[src/rtl/nand_seq.sv]
module nand_seq #(
  parameter int DQ_W   = 8,
  parameter int ADDR_W = 16,
  parameter int TW     = 8,
  parameter int LW     = 4,
  parameter int BANKS  = 4,
  localparam int BW    = $clog2(BANKS)
) (
  input  logic              clk,
  input  logic              rst_n,
  input  logic              req_valid,
  output logic              req_ready,
  input  logic              req_write,
  input  logic [ADDR_W-1:0] req_addr,
  input  logic [DQ_W-1:0]   req_wdata,
  output logic              rsp_done,
  output logic [DQ_W-1:0]   rsp_rdata,
  input  logic [LW-1:0]     cfg_tclr,
  input  logic [LW-1:0]     cfg_tar,
  input  logic [TW-1:0]     cfg_tset,
  input  logic [TW-1:0]     cfg_twait,
  input  logic [TW-1:0]     cfg_thold,
  input  logic [TW-1:0]     cfg_thiz,
  input  logic [BW-1:0]     cfg_bank,
  input  logic              nand_wait_n,
  input  logic [DQ_W-1:0]   nand_dq_in,
  output logic [DQ_W-1:0]   nand_dq_out,
  output logic              nand_dq_oe,
  output logic              nand_cle,
  output logic              nand_ale,
  output logic [BANKS-1:0]  nand_ce_n,
  output logic              nand_we_n,
  output logic              nand_re_n
);

  typedef enum logic [1:0] {S_IDLE, S_SETUP, S_STRB, S_HOLD} st_t;
  localparam logic [1:0] K_DATA = 2'd0, K_CMD = 2'd1, K_ADR = 2'd2;

  st_t             st;
  logic [TW-1:0]   cnt, hiz;
  logic [1:0]      kind, prev;
  logic            wr;
  logic [BW-1:0]   bank;
  logic [DQ_W-1:0] wdat, rdat;
  logic            done;

  logic [1:0]    req_kind, lat_src;
  logic [TW-1:0] lat_n, setup_n;
  logic          busy;

  assign req_kind = (req_addr[ADDR_W-1 -: 2] == 2'b01) ? K_CMD :
                    (req_addr[ADDR_W-1 -: 2] == 2'b10) ? K_ADR : K_DATA;
  assign lat_src  = (req_kind != K_DATA) ? req_kind : prev;
  assign lat_n    = (lat_src == K_CMD) ? TW'(cfg_tclr) :
                    (lat_src == K_ADR) ? TW'(cfg_tar) : '0;
  assign setup_n  = (!req_write && lat_n > cfg_tset) ? lat_n : cfg_tset;

  always_ff @(posedge clk or negedge rst_n) begin
    if (!rst_n) begin
      st   <= S_IDLE;
      cnt  <= '0;
      hiz  <= '0;
      kind <= K_DATA;
      prev <= K_DATA;
      wr   <= 1'b0;
      bank <= '0;
      wdat <= '0;
      rdat <= '0;
      done <= 1'b0;
    end else begin
      done <= 1'b0;
      if (hiz != '0) hiz <= hiz - 1'b1;
      case (st)
        S_IDLE:
          if (req_valid) begin
            st   <= S_SETUP;
            cnt  <= setup_n;
            hiz  <= req_write ? cfg_thiz : '0;
            kind <= req_kind;
            prev <= req_kind;
            wr   <= req_write;
            bank <= cfg_bank;
            wdat <= req_wdata;
          end
        S_SETUP:
          if (cnt == '0) begin
            st  <= S_STRB;
            cnt <= cfg_twait;
          end else cnt <= cnt - 1'b1;
        S_STRB:
          if (cnt == '0 && nand_wait_n) begin
            st  <= S_HOLD;
            cnt <= cfg_thold;
            if (!wr) rdat <= nand_dq_in;
          end else if (cnt != '0) cnt <= cnt - 1'b1;
        default:
          if (cnt == '0) begin
            st   <= S_IDLE;
            done <= 1'b1;
          end else cnt <= cnt - 1'b1;
      endcase
    end
  end

  assign busy        = (st != S_IDLE);
  assign req_ready   = !busy;
  assign rsp_done    = done;
  assign rsp_rdata   = rdat;
  assign nand_cle    = busy && kind == K_CMD;
  assign nand_ale    = busy && kind == K_ADR;
  assign nand_ce_n   = busy ? ~(BANKS'(1) << bank) : '1;
  assign nand_we_n   = !(st == S_STRB && wr);
  assign nand_re_n   = !(st == S_STRB && !wr);
  assign nand_dq_oe  = busy && wr && hiz == '0;
  assign nand_dq_out = wdat;

  AST_ONE_STROBE: assert property (@(posedge clk) disable iff (!rst_n)
    !(!nand_we_n && !nand_re_n));
  AST_ONE_BANK: assert property (@(posedge clk) disable iff (!rst_n)
    $onehot0(~nand_ce_n));
  AST_LATCH_EXCL: assert property (@(posedge clk) disable iff (!rst_n)
    !(nand_cle && nand_ale));
  AST_STROBE_CE: assert property (@(posedge clk) disable iff (!rst_n)
    (!nand_we_n || !nand_re_n) |-> (nand_ce_n != '1));
  AST_DONE_PULSE: assert property (@(posedge clk) disable iff (!rst_n)
    rsp_done |=> !rsp_done);
  AST_NO_OE_READ: assert property (@(posedge clk) disable iff (!rst_n)
    !nand_re_n |-> !nand_dq_oe);
  AST_PINS_STABLE: assert property (@(posedge clk) disable iff (!rst_n)
    (!req_ready && $past(!req_ready)) |-> $stable({nand_cle, nand_ale, nand_ce_n}));
  AST_RDATA_CAPTURE: assert property (@(posedge clk) disable iff (!rst_n)
    !$stable(rsp_rdata) |-> $past(!nand_re_n));

endmodule

[config.mk]
export PLATFORM = sky130hd
export DESIGN_NAME = nand_seq
export DESIGN_NICKNAME = d
export VERILOG_FILES = /design/src/rtl/nand_seq.sv
export SDC_FILE = /design/constraint.sdc
export NUM_CORES = 1
export LEC_CHECK = 0
export ABC_AREA = 1
export BUFFER_PORTS_ARGS = -buffer_cell sky130_fd_sc_hd__buf_2
export CAP_MARGIN = 20
export CORE_UTILIZATION = 53
export CTS_CLUSTER_SIZE = 12
export DETAILED_ROUTE_END_ITERATION = 7
export PLACE_DENSITY = 0.84
export SETUP_SLACK_MARGIN = 0.4
export SYNTH_ARGS = -nofsm -noshare
export SYNTH_HDL_FRONTEND = slang
export SYNTH_SLANG_ARGS = --single-unit
[constraint.sdc]
create_clock -name clk -period 5.83 [get_ports clk]
set_clock_uncertainty 0.2 [all_clocks]
set_input_delay 1.166 -clock clk [delete_from_list [all_inputs] [get_ports clk]]
set_output_delay 1.166 -clock clk [all_outputs]
set_load 0.01 [all_outputs]
==> results.md, run 1 <==
* TritonCTS buffer count at 5
* Clock latency at the later pin of the worst-skew pair at 0.31 ns
* CORE AREA at between 4000 and 5000 sq um
* Post-Route WL at about 6200 um
* Asr flop ratio synth at 100%
* CTS H-Tree Depth at 2
* CTS sink count at 40
* CP Class: input pin to flip-flop
* Pwr per Cell Area at around 480 nW/um^2
* Delay-heaviest family, CP: simple AND/OR/NAND/NOR gates
* Layout net count at 531
* Total power at 0.00154 W
* Yosys top cell area share at a little under two fifths
* Port Buf Inserts at 91
* DR iter-0 viols at 184
* Slew margin rel. at between 40% and 50%
* Placed inst area at 3100 sq um
* Crit share post-route at a little under three fifths
* Clock buffer depth at 2
* Detailed placement HPWL at between 4000 and 5000 um
* CTS tree: done
* Remaining DRCs at 0
* Synthesized flop and latch total at 40
* DRT Pass-1 Iters at 5
* Hold WC Path Type: flip-flop to flip-flop
* Sequential fraction of the synthesis area at between 30% and 40%
* Min-Delay Startpoint: nand_dq_out[7]$_DFFE_PN0P_
* I/O pin count at around 110
* First-pass GRT wire length at about 10000 um
* Period minus WS final at about 3.2 ns
* Vias per std cell at about 5.0
* Final instance area at approximately 3200 sq um
* Worst path depth at 20
* Die outline width at approximately 72 um
* Status: finished, final reports clean
* CP Cell Sequence: buf_2 -> inv_1 -> ha_1 -> inv_1 -> nand2_1 -> nand2_1 -> nand3_1 -> nand2_1 -> ha_1 -> nand2_1 -> inv_1 -> nand2_1 -> nand2_1 -> nand2_1 -> inv_1 -> nand2_1 -> nand3_1 -> nand2_1 -> nand2_1 -> a21oi_1
* Cells after Synth at 351
* Cell area after synthesis at between 2000 and 3000 sq um
* IR Drop Worst-Case VDD at 0.243 mV
* Met3 WL post-DR at 390 um
* Top Metal Used: met4
* Final core utilization at about two thirds
* Reg2reg end: hiz[0]$_DFF_PN0_
* Crit path max-delay cell type: ha_1
* Number of setup buffers added after CTS at 0
* Crit-path max cell delay at 0.34 ns
* Fin Setup TNS at 0 ns
* Tightest Pin Transition at 0.866 ns
* Synthesis-to-finish area growth at 22.9%
* Met2 WL post-DR at slightly above 3000 um
* CTS clk-pin slew, worst paths at around 0.08 ns
* Post-synth EDFFs at 0
* Post-DRT Antenna Nets at 0
* CTS resizes at 0
* WP data required at 5.87 ns
* Largest area contributor in the netlist: dfrtp_1
* Post-synth top flop: dfrtp_1
* Yosys warns at 0
* Worst Reg2Reg Path Length in Cells at 6
* Gr ovfl total at 0
* Initial antenna violation count at 0
* DR vias at ~2500
* Hold endpoint: nand_dq_out[7]$_DFFE_PN0P_
* Antenna cells at 0
* Fill cells at 418
* Hold-fix buffers, CTS at 0
* CP most frequent cell: nand2_1
* Mapped Nets at 443
* Worst R2R Setup Slack at just over 3 ns
* Final Hold Vio Count at 0
* Avg Cell Area, Syn at 7.47 sq um
* Row Count at 25
* Final setup viols at 0
* Max-slew violations at 0
* Ranking of synthesized cells by area: dfrtp_1 38%, nand2_1 16%, nand3_1 6.9%
* Largest net degree at the start of global routing at 41
* Die Footprint at 5230 sq um
* Hold Path Cell Cnt at 2
* Crit path launch type: input pin
* Total Routing Usage GR at between 20% and 30%
* Worst EP arrival at 3.28 ns
* Initial Util at 55.1%
* M1 WL at roughly 2600 um
* Netlist cell types at 31
* Vias in the first global route at between 2000 and 2500
* Layout cells sized above 1 at 27.0%
* Buf/Inv on CP at 5
* Worst Setup End Kind: flip-flop
* Static Leak at between 1.5 and 2 nW
* WL per Instance at ~12 um
* Die H at ~72 um
* Critical R2R Launch: st[0]$_DFFE_PN0P_
* Routability cong. at ~0.91
* Max-cap violations at 0
* Clock Root Buffer: clkbuf_8
* Unrepaired setup endpoints after global routing: false
* FMAX at 308 MHz
* Critical path peak fanout at 5
## worst max-delay path by stage
| stage | start | end | slack (ns) |
|---|---|---|---|
| after global placement | req_addr[14] | cnt[3]$_DFFE_PN0P_ | 2.37 |
| after CTS | req_addr[14] | cnt[0]$_DFFE_PN0P_ | 2.59 |
| final | req_addr[14] | cnt[0]$_DFFE_PN0P_ | 2.58 |
| after floorplan | req_addr[14] | cnt[0]$_DFFE_PN0P_ | 2.68 |
| after detailed placement | req_addr[14] | cnt[0]$_DFFE_PN0P_ | 2.27 |
| after global routing | req_addr[14] | cnt[0]$_DFFE_PN0P_ | 2.35 |
## synthesized netlist by cell type, types with 2 or more instances
master / instances
nor3_1: 4
nand2_1: 113
a32o_1: 4
buf_2: 3
ha_1: 13
nand3_1: 36
dfrtp_1: 40
or2_2: 2
nand3_2: 2
a21oi_1: 15
xnor2_1: 2
nor2_1: 22
o21ai_0: 15
inv_1: 46
buf_6: 2
xor2_1: 8
clkbuf_1: 4
mux2_2: 7
## where the power goes
group	switching [W]	leakage [nW]	internal [W]
Clock	0.000104	0.0614	0.000140
Sequential	0.0000876	0.506	0.000412
Combinational	0.000482	1.24	0.000311
Total	0.000673	1.80	0.000863
## metrics by stage
step	instances	hold slack (ns)	setup WS [ns]
2_1_floorplan	351	0.275	2.68
3_3_place_gp	499	0.259	2.37
3_5_place_dp	499	0.262	2.27
4_1_cts	507	0.290	2.59
5_1_grt	507	0.316	2.35
6_report	507	0.283	2.58
## cell families (layout without fill, tap and decap cells)
group | Yosys count | count (layout) | share of synthesized area, %
AND/OR/NAND/NOR | 185 | 185 | 30.9
multiplexers | 8 | 8 | 3.58
flip-flops | 40 | 40 | 38.2
adder cells (fa/ha/maj) | 13 | 13 | 6.21
buffers and inverters | 57 | 146 | 9.02
AO/OA/AOI/OAI | 38 | 38 | 8.78
XOR/XNOR | 10 | 10 | 3.34
## final cells by class
class,instances,area [sq um],share of cell area [%]
Inverter,47,176,5.48
Multi-Input combinational cell,254,1380,43.0
Clock inverter,2,38.8,1.20
Timing Repair Buffer,91,455,14.1
Tap cell,67,83.8,2.60
Clock buffer,6,82.6,2.56
Sequential cell,40,1000,31.1
## cells in the final DEF (no fill, tap or decap), types with 2 or more instances in the layout
master / synthesis / routed
a21oi_1: 15 / 15
a32o_1: 4 / 4
buf_2: 3 / 91
clkbuf_8: 0 / 6
dfrtp_1: 40 / 40
ha_1: 13 / 13
inv_1: 46 / 46
mux2_2: 7 / 7
nand2_1: 113 / 113
nand3_1: 36 / 36
nand3_2: 2 / 2
nor2_1: 22 / 22
nor3_1: 4 / 4
o21ai_0: 15 / 15
or2_2: 2 / 2
xnor2_1: 2 / 2
xor2_1: 8 / 8
## worst min-delay path: stages, from the launching register on
cell and delay, ns:
dfrtp_1 0.35, nand2_1 0.05, nand2_1 0.05
## registers in the layout (all words and copies together), names as in the netlist
| register | cells |
|---|---|
| rsp_done | 1 |
| wr | 1 |
| bank | 2 |
| nand_dq_out | 8 |
| prev | 2 |
| rsp_rdata | 8 |
| st | 2 |
| cnt | 8 |
| hiz | 8 |
## layer usage
metal	track usage [%]	vias up
li1	-	1291
met1	30.7	1148
met2	45.2	77
met3	7.50	10
met4	8.28	0
met5	0	-
No activity file was read; power rests on OpenSTA's default activity.
==> run 2: changes to the inputs <==
- CORE_UTILIZATION: 53 -> 44
- PLACE_DENSITY: 0.84 -> 0.74
- clock period: 5.83 -> 2.8 ns (I/O delays scaled with it)
==> results.md, run 2 (synthesis results as in run 1) <==
* Crit share post-route at between 80 and 90%
* Max-cap violations at 0 (unchanged)
* DR iter-0 viols at 121 (was 184)
* Hold WC Path Type: input pin to asynchronous set/reset pin (was flip-flop to flip-flop)
* Largest net degree at the start of global routing at 41 (unchanged)
* CTS clk-pin slew, worst paths at 0.09 ns (was 0.08 ns)
* Critical path peak fanout at 5 (unchanged)
* Static Leak at 1.93 nW (was 1.80 nW)
* Max-slew violations at 0 (unchanged)
* Final Hold Vio Count at 0 (unchanged)
* Commonest non-fill, non-tap cells in the layout: 93 x nand2_1, 89 x buf_2, 40 x dfrtp_1 (was 113 x nand2_1, 91 x buf_2, 46 x inv_1)
* Die Footprint at 6270 sq um (was 5230 sq um)
* Row Count at 27 (was 25)
* Slew margin rel. at 39.9% (was 42.3%)
* CP Cell Sequence: buf_8 -> inv_4 -> ha_4 -> inv_8 -> nand2_4 -> nand2_4 -> nand3_4 -> nand2_4 -> buf_6 -> buf_4 -> buf_4 -> buf_4 -> buf_4 -> buf_4 -> inv_2 -> nand2_2 -> nand3_2 -> nand2_1 -> nand2_1 -> a21oi_1 (was buf_2 -> inv_1 -> ha_1 -> inv_1 -> nand2_1 -> nand2_1 -> nand3_1 -> nand2_1 -> ha_1 -> nand2_1 -> inv_1 -> nand2_1 -> nand2_1 -> nand2_1 -> inv_1 -> nand2_1 -> nand3_1 -> nand2_1 -> nand2_1 -> a21oi_1)
* Antenna cells at 0 (unchanged)
* DR vias at 2743 (was 2526)
* Vias in the first global route at 2632 (was 2452)
* Initial antenna violation count at 0 (unchanged)
* Unrepaired setup endpoints after global routing: true (was false)
* Combinational Power Share at 55.8% (was 51.6%)
* Clk network pwr share at 14.2% (was 15.9%)
* FMAX at 409 MHz
* WP data required at 2.80 ns (was 5.87 ns)
* CP most frequent cell: buf_4 (was nand2_1)
* Switching fraction of total power at 45.3% (was 43.8%)
* Non-Filler Instances at 526 (was 507)
* Area occupied by registers at 1000 sq um (unchanged)
* Final core utilization at 65.5% (was 67.8%)
* Port Buf Inserts at 91 (unchanged)
* Period minus WS final at between 2 and 2.5 ns
* CORE AREA at 5610 sq um (was 4750 sq um)
* WL per Instance at 14.1 um (was 12.2 um)
* Pwr per Cell Area at 963 nW/um^2 (was 477 nW/um^2)
* Layout cells sized above 1 at 39.9% (was 27.0%)
* Fill cells at 479 (was 418)
* CP Class: input pin to flip-flop (unchanged)
* Clock buffer depth at 2 (unchanged)
* Synthesis-to-finish area growth at 40.0% (was 22.9%)
* TritonCTS buffer count at 5 (unchanged)
* Routability cong. at 0.831 (was 0.910)
* DRT Pass-1 Iters at 4 (was 5)
* Buf/Inv on CP at 10 (was 5)
* Delay-heaviest family, CP: buffers and inverters (was simple AND/OR/NAND/NOR gates)
* Crit-path max cell delay at 0.35 ns (was 0.34 ns)
* Post-Place Cells at 508 (was 499)
* Remaining DRCs at 0 (unchanged)
* Clock Root Buffer: clkbuf_8 (unchanged)
* Total Routing Usage GR at 22.9% (was 25.9%)
* Post-Route WL at 7410 um (was 6170 um)
* Worst Setup End Kind: flip-flop (unchanged)
* Status: finished, final reports clean (unchanged)
* Crit path max-delay cell type: ha_4 (was ha_1)
* IR Drop Worst-Case VDD at 0.487 mV (was 0.243 mV)
* Vias per std cell at 5.21 (was 4.98)
* Worst EP arrival at 2.44 ns (was 3.28 ns)
* Final setup viols at 0 (unchanged)
* Hold-fix buffers, CTS at 0 (unchanged)
* Commonest non-fill, non-tap cell in the layout: nand2_1 (unchanged)
* Cell-internal power at 0.00193 W (was 0.000863 W)
* Detailed placement HPWL at 5020 um (was 4640 um)
* Post-DRT Antenna Nets at 0 (unchanged)
* First-pass GRT wire length at 11400 um (was 10500 um)
* I/O pin count at 106 (unchanged)
* CTS tree: done (unchanged)
* Tightest Pin Transition at 0.901 ns (was 0.866 ns)
* CTS H-Tree Depth at 2 (unchanged)
* Layout net count at 545 (was 531)
* Initial Util at 46.7% (was 55.1%)
* Die outline width at 79.2 um (was 72.3 um)
* Flop pwr share at 29.9% (was 32.5%)
* Multi-input logic area at 1700 sq um (was 1380 sq um)
* Gr ovfl total at 0 (unchanged)
* Die H at 79.2 um (was 72.3 um)
* Clock latency at the later pin of the worst-skew pair at 0.30 ns (was 0.31 ns)
* CTS sink count at 40 (unchanged)
* Crit path launch type: input pin (unchanged)
* NetSw at 0.00160 W (was 0.000673 W)
* Fin Setup TNS at 0 ns (unchanged)
## run 2: cell types whose count changed in the layout (fill, tap and decap cells not counted), moves of 3 or more
cell and change:
buf_4 +13, ha_1 -6, ha_4 +5, inv_1 -7, inv_2 +5, nand2_1 -20
nand2_2 +5, nand2_4 +14, nand3_1 -9, nand3_2 +5, nand3_4 +4, nor2_1 -3
## run 2: area by class of cell
class	count	area share (%)
multi-input cells	254	46.3
inverters	47	5.08
clock inverters	3	1.26
well taps	72	2.45
clock buffers	5	1.87
repair buffers	105	15.8
flip-flops and latches	40	27.3
## run 2: what timing repair did
item	4_1_cts	5_1_grt
pin swaps	13	35
setup endpoints to repair	9	5
gates resized for setup	24	51
buffers inserted	6	4
## run 2: final timing paths
kind	startpoint	endpoint	slack [ns]	cells past startpoint
worst max-delay path	req_addr[14]	cnt[3]$_DFFE_PN0P_	0.36	20
worst min-delay path	rst_n	cnt[0]$_DFFE_PN0P_	0.17	1
worst max register to register	prev[1]$_DFFE_PN0P_	cnt[3]$_DFFE_PN0P_	0.50	17
worst min register to register	nand_dq_out[3]$_DFFE_PN0P_	nand_dq_out[3]$_DFFE_PN0P_	0.28	2
max in group asynchronous	rst_n	hiz[7]$_DFF_PN0_	1.65	1
min in group clk	req_wdata[2]	nand_dq_out[2]$_DFFE_PN0P_	0.25	3
## run 2: worst reg2reg max path, cell delays in order (launching register included)
cell and delay (ns):
dfrtp_1 0.46, inv_1 0.16, nand2_4 0.08, nand2_8 0.10, nand3_2 0.07, nand2_2 0.06, inv_2 0.05, ha_4 0.26
nand2_4 0.04, nor2_4 0.09, nor2_2 0.04, nand2_2 0.11, inv_2 0.08, nand2_2 0.08, nand3_2 0.05, nand2_1 0.07
nand2_1 0.06, a21oi_1 0.14
## run 2: routing by layer
metal / part of all wire, % / up-vias / routed length [um] / GRT usage, %
met2: 52 / 95 / 3880 / 43.8
met5: 0 / - / 0 / 0
met3: 5.0 / 18 / 367 / 3.33
li1: - / 1318 / - / -
met1: 40 / 1312 / 2990 / 26.4
met4: 2.3 / 0 / 170 / 5.82
## run 2: power groups by stage
| stage | registers (W) | clock network (W) | logic, W |
|---|---|---|---|
| final | 0.00106 | 0.000503 | 0.00197 |
| after global routing | 0.00109 | 0.000525 | 0.00220 |
| after CTS | 0.00104 | 0.000501 | 0.00179 |
| after detailed placement | 0.00104 | 0 | 0.00170 |
| after global placement | 0.00103 | 0 | 0.00162 |
| after floorplan | 0.00107 | 0 | 0.00115 |
## run 2: metrics by stage
step | power, W | worst slack [ns] | hold slack (ns) | area (sq um)
5_1_grt | 0.00381 | 0.249 | 0.239 | 3670
3_3_place_gp | 0.00265 | 0.128 | 0.260 | 3150
2_1_floorplan | 0.00222 | 0.402 | 0.0644 | 2640
3_5_place_dp | 0.00274 | 0.0232 | 0.263 | 3150
6_report | 0.00354 | 0.355 | 0.168 | 3670
4_1_cts | 0.00333 | 0.355 | 0.221 | 3420
==> run 3: changes to the inputs <==
- CORE_ASPECT_RATIO: default -> 0.5
- CORE_UTILIZATION: 44 -> 49
- GPL_ROUTABILITY_DRIVEN: default -> 0
- PLACE_DENSITY: 0.74 -> 0.78
- clock period: 2.8 -> 2.7 ns (I/O delays scaled with it)
==> results.md, run 3 (synthesis results as in run 1) <==
* Status: finished, final reports clean (unchanged)
* Vias per std cell at 5.14 (was 5.21)
* Critical path peak fanout at 3 (was 5)
* Clock latency at the later pin of the worst-skew pair at 0.29 ns (was 0.30 ns)
* Worst EP arrival at 1.69 ns (was 2.44 ns)
* Hold WC Path Type: input pin to asynchronous set/reset pin (unchanged)
* IR Drop Worst-Case VDD at 0.559 mV (was 0.487 mV)
* Critical R2R Launch: prev[0]$_DFFE_PN0P_ (was prev[1]$_DFFE_PN0P_)
* Clock buffer depth at 2 (unchanged)
* Buf/Inv on CP at 1 (was 10)
* DR iter-0 viols at 173 (was 121)
* CP Cell Sequence: nor2_1 -> nor3b_2 -> nand4_2 -> nor3_1 -> buf_2 (was buf_8 -> inv_4 -> ha_4 -> inv_8 -> nand2_4 -> nand2_4 -> nand3_4 -> nand2_4 -> buf_6 -> buf_4 -> buf_4 -> buf_4 -> buf_4 -> buf_4 -> inv_2 -> nand2_2 -> nand3_2 -> nand2_1 -> nand2_1 -> a21oi_1)
* Final setup viols at 0 (unchanged)
* Worst Setup End Kind: output port (was flip-flop)
* Max-slew violations at 0 (unchanged)
* Static Leak at 1.92 nW (was 1.93 nW)
* CTS clk-pin slew, worst paths at 0.09 ns (about the same)
* Detailed placement HPWL at 4610 um (was 5020 um)
* Tightest Pin Transition at 0.917 ns (was 0.901 ns)
* CTS tree: done (unchanged)
* Port Buf Inserts at 91 (unchanged)
* WL per Instance at 13.7 um (was 14.1 um)
* DR vias at 2689 (was 2743)
* Vias in the first global route at 2399 (was 2632)
* Fill cells at 404 (was 479)
* DRT Pass-1 Iters at 5 (was 4)
* Layout net count at 544 (was 545)
* Crit path launch type: flip-flop (was input pin)
* Worst setup startpoint: hiz[3]$_DFF_PN0_ (was req_addr[14])
* Slew margin rel. at 38.9% (was 39.9%)
* Initial antenna violation count at 0 (unchanged)
* Commonest non-fill, non-tap cells in the layout: 95 x nand2_1, 89 x buf_2, 41 x inv_1 (was 93 x nand2_1, 89 x buf_2, 40 x dfrtp_1)
* Post-Route WL at 7140 um (was 7410 um)
* Worst path depth at 5 (was 20)
* Die outline width at 105 um (was 79.2 um)
* Max-cap violations at 0 (unchanged)
* Largest net degree at the start of global routing at 41 (unchanged)
* WP data required at 1.96 ns (was 2.80 ns)
* Crit-path max cell delay at 0.41 ns (was 0.35 ns)
* Row Count at 18 (was 27)
* CTS sink count at 40 (unchanged)
* CORE AREA at 5040 sq um (was 5610 sq um)
* Delay-heaviest family, CP: simple AND/OR/NAND/NOR gates (was buffers and inverters)
* Post-DRT Antenna Nets at 0 (unchanged)
* Clock Root Buffer: clkbuf_8 (unchanged)
* Crit path max-delay cell type: dfrtp_1 (was ha_4)
* Fin Setup TNS at 0 ns (unchanged)
* Die Footprint at 5660 sq um (was 6270 sq um)
* Antenna cells at 0 (unchanged)
* Crit share post-route at 89.8%
* Layout cells sized above 1 at 38.9% (was 39.9%)
* Initial Util at 52.0% (was 46.7%)
* Total Routing Usage GR at 24.6% (was 22.9%)
* GRT Max-Usage Layer: met2 (unchanged)
* I/O pin count at 106 (unchanged)
* Met1 Usage GRT at 30.5% (was 26.4%)
* Gr ovfl total at 0 (unchanged)
* CTS H-Tree Depth at 2 (unchanged)
* CP Class: flip-flop to output port (was input pin to flip-flop)
* Period minus WS final at about 2.4 ns
* TritonCTS buffer count at 5 (unchanged)
* FMAX at roughly 410 MHz
* Total power at 0.00359 W (was 0.00354 W)
* Synthesis-to-finish area growth at 37.4% (was 40.0%)
* M3 GR Usage at 4.48% (was 3.33%)
* Unrepaired setup endpoints after global routing: true (unchanged)
* GRT met2 Usage at 46.3% (was 43.8%)
* Worst Reg2Reg Path Length in Cells at 17 (unchanged)
* Final Hold Vio Count at 0 (unchanged)
* Die H at 53.7 um (was 79.2 um)
* Pwr per Cell Area at 996 nW/um^2 (was 963 nW/um^2)
* Commonest non-fill, non-tap cell in the layout: nand2_1 (unchanged)
* Remaining DRCs at 0 (unchanged)
* First-pass GRT wire length at 10800 um (was 11400 um)
[run 3: cell count changes in the layout (fill, tap and decap cells not counted), sizes merged]
| cell | before | now |
|---|---|---|
| clkinv | 0 | 1 |
| clkinvlp | 1 | 0 |
| clkbuf | 5 | 6 |
| inv | 48 | 47 |
| buf | 105 | 104 |
[run 3: worst paths after layout]
kind / to / slack [ns]
setup reg to reg: cnt[2]$_DFFE_PN0P_ / 0.46
setup / recovery: nand_dq_oe / 0.27
min in group clk: nand_dq_out[1]$_DFFE_PN0P_ / 0.24
hold / removal: cnt[5]$_DFFE_PN0P_ / 0.17
max in group asynchronous: hiz[6]$_DFF_PN0_ / 1.56
hold reg to reg: nand_dq_out[1]$_DFFE_PN0P_ / 0.28
[run 3: through the flow]
step / setup slack, ns / cells / hold slack (ns) / area, sq um / util [%]
final: 0.274 / 523 / 0.172 / 3600 / 71.4
after global routing: 0.198 / 523 / 0.236 / 3600 / 71.4
after CTS: 0.365 / 520 / 0.192 / 3510 / 69.5
after detailed placement: 0.0224 / 505 / 0.260 / 3160 / 62.7
after global placement: 0.0685 / 505 / 0.258 / 3160 / 62.7
after floorplan: 0.338 / 351 / 0.0444 / 2660 / -
[run 3: where the power goes]
part           internal, W  switching (W)
clock network     0.000303       0.000230
logic             0.000819        0.00115
registers         0.000889       0.000190
[run 3: layer usage]
layer	up-vias	part of all wire, %
met3	10	4.5
met5	-	0
met1	1268	43
met4	0	1.2
met2	84	51
li1	1327	-
[run 3: final cells by class]
class / count / area (sq um) / area share, %
clock buffers: 6 / 82.6 / 2.29
clock inverters: 2 / 38.8 / 1.08
inverters: 47 / 186 / 5.18
multi-input cells: 254 / 1640 / 45.4
flip-flops and latches: 40 / 1000 / 27.8
well taps: 70 / 87.6 / 2.43
repair buffers: 104 / 569 / 15.8
[run 3: what timing repair did]
action	CTS	global route
hold buffers	0	0
buffers inserted	7	3
pin swaps	21	16
endpoints found under the setup margin	10	12
gates resized for setup	40	16
[run 3: worst register-to-register path, delay by kind of cell, from the launching register on]
kind | cells | cell delay, ns
compound gates | 1 | 0.12
fa+ha+maj | 1 | 0.25
buf+inv | 3 | 0.27
flops | 1 | 0.45
simple gates | 12 | 0.88
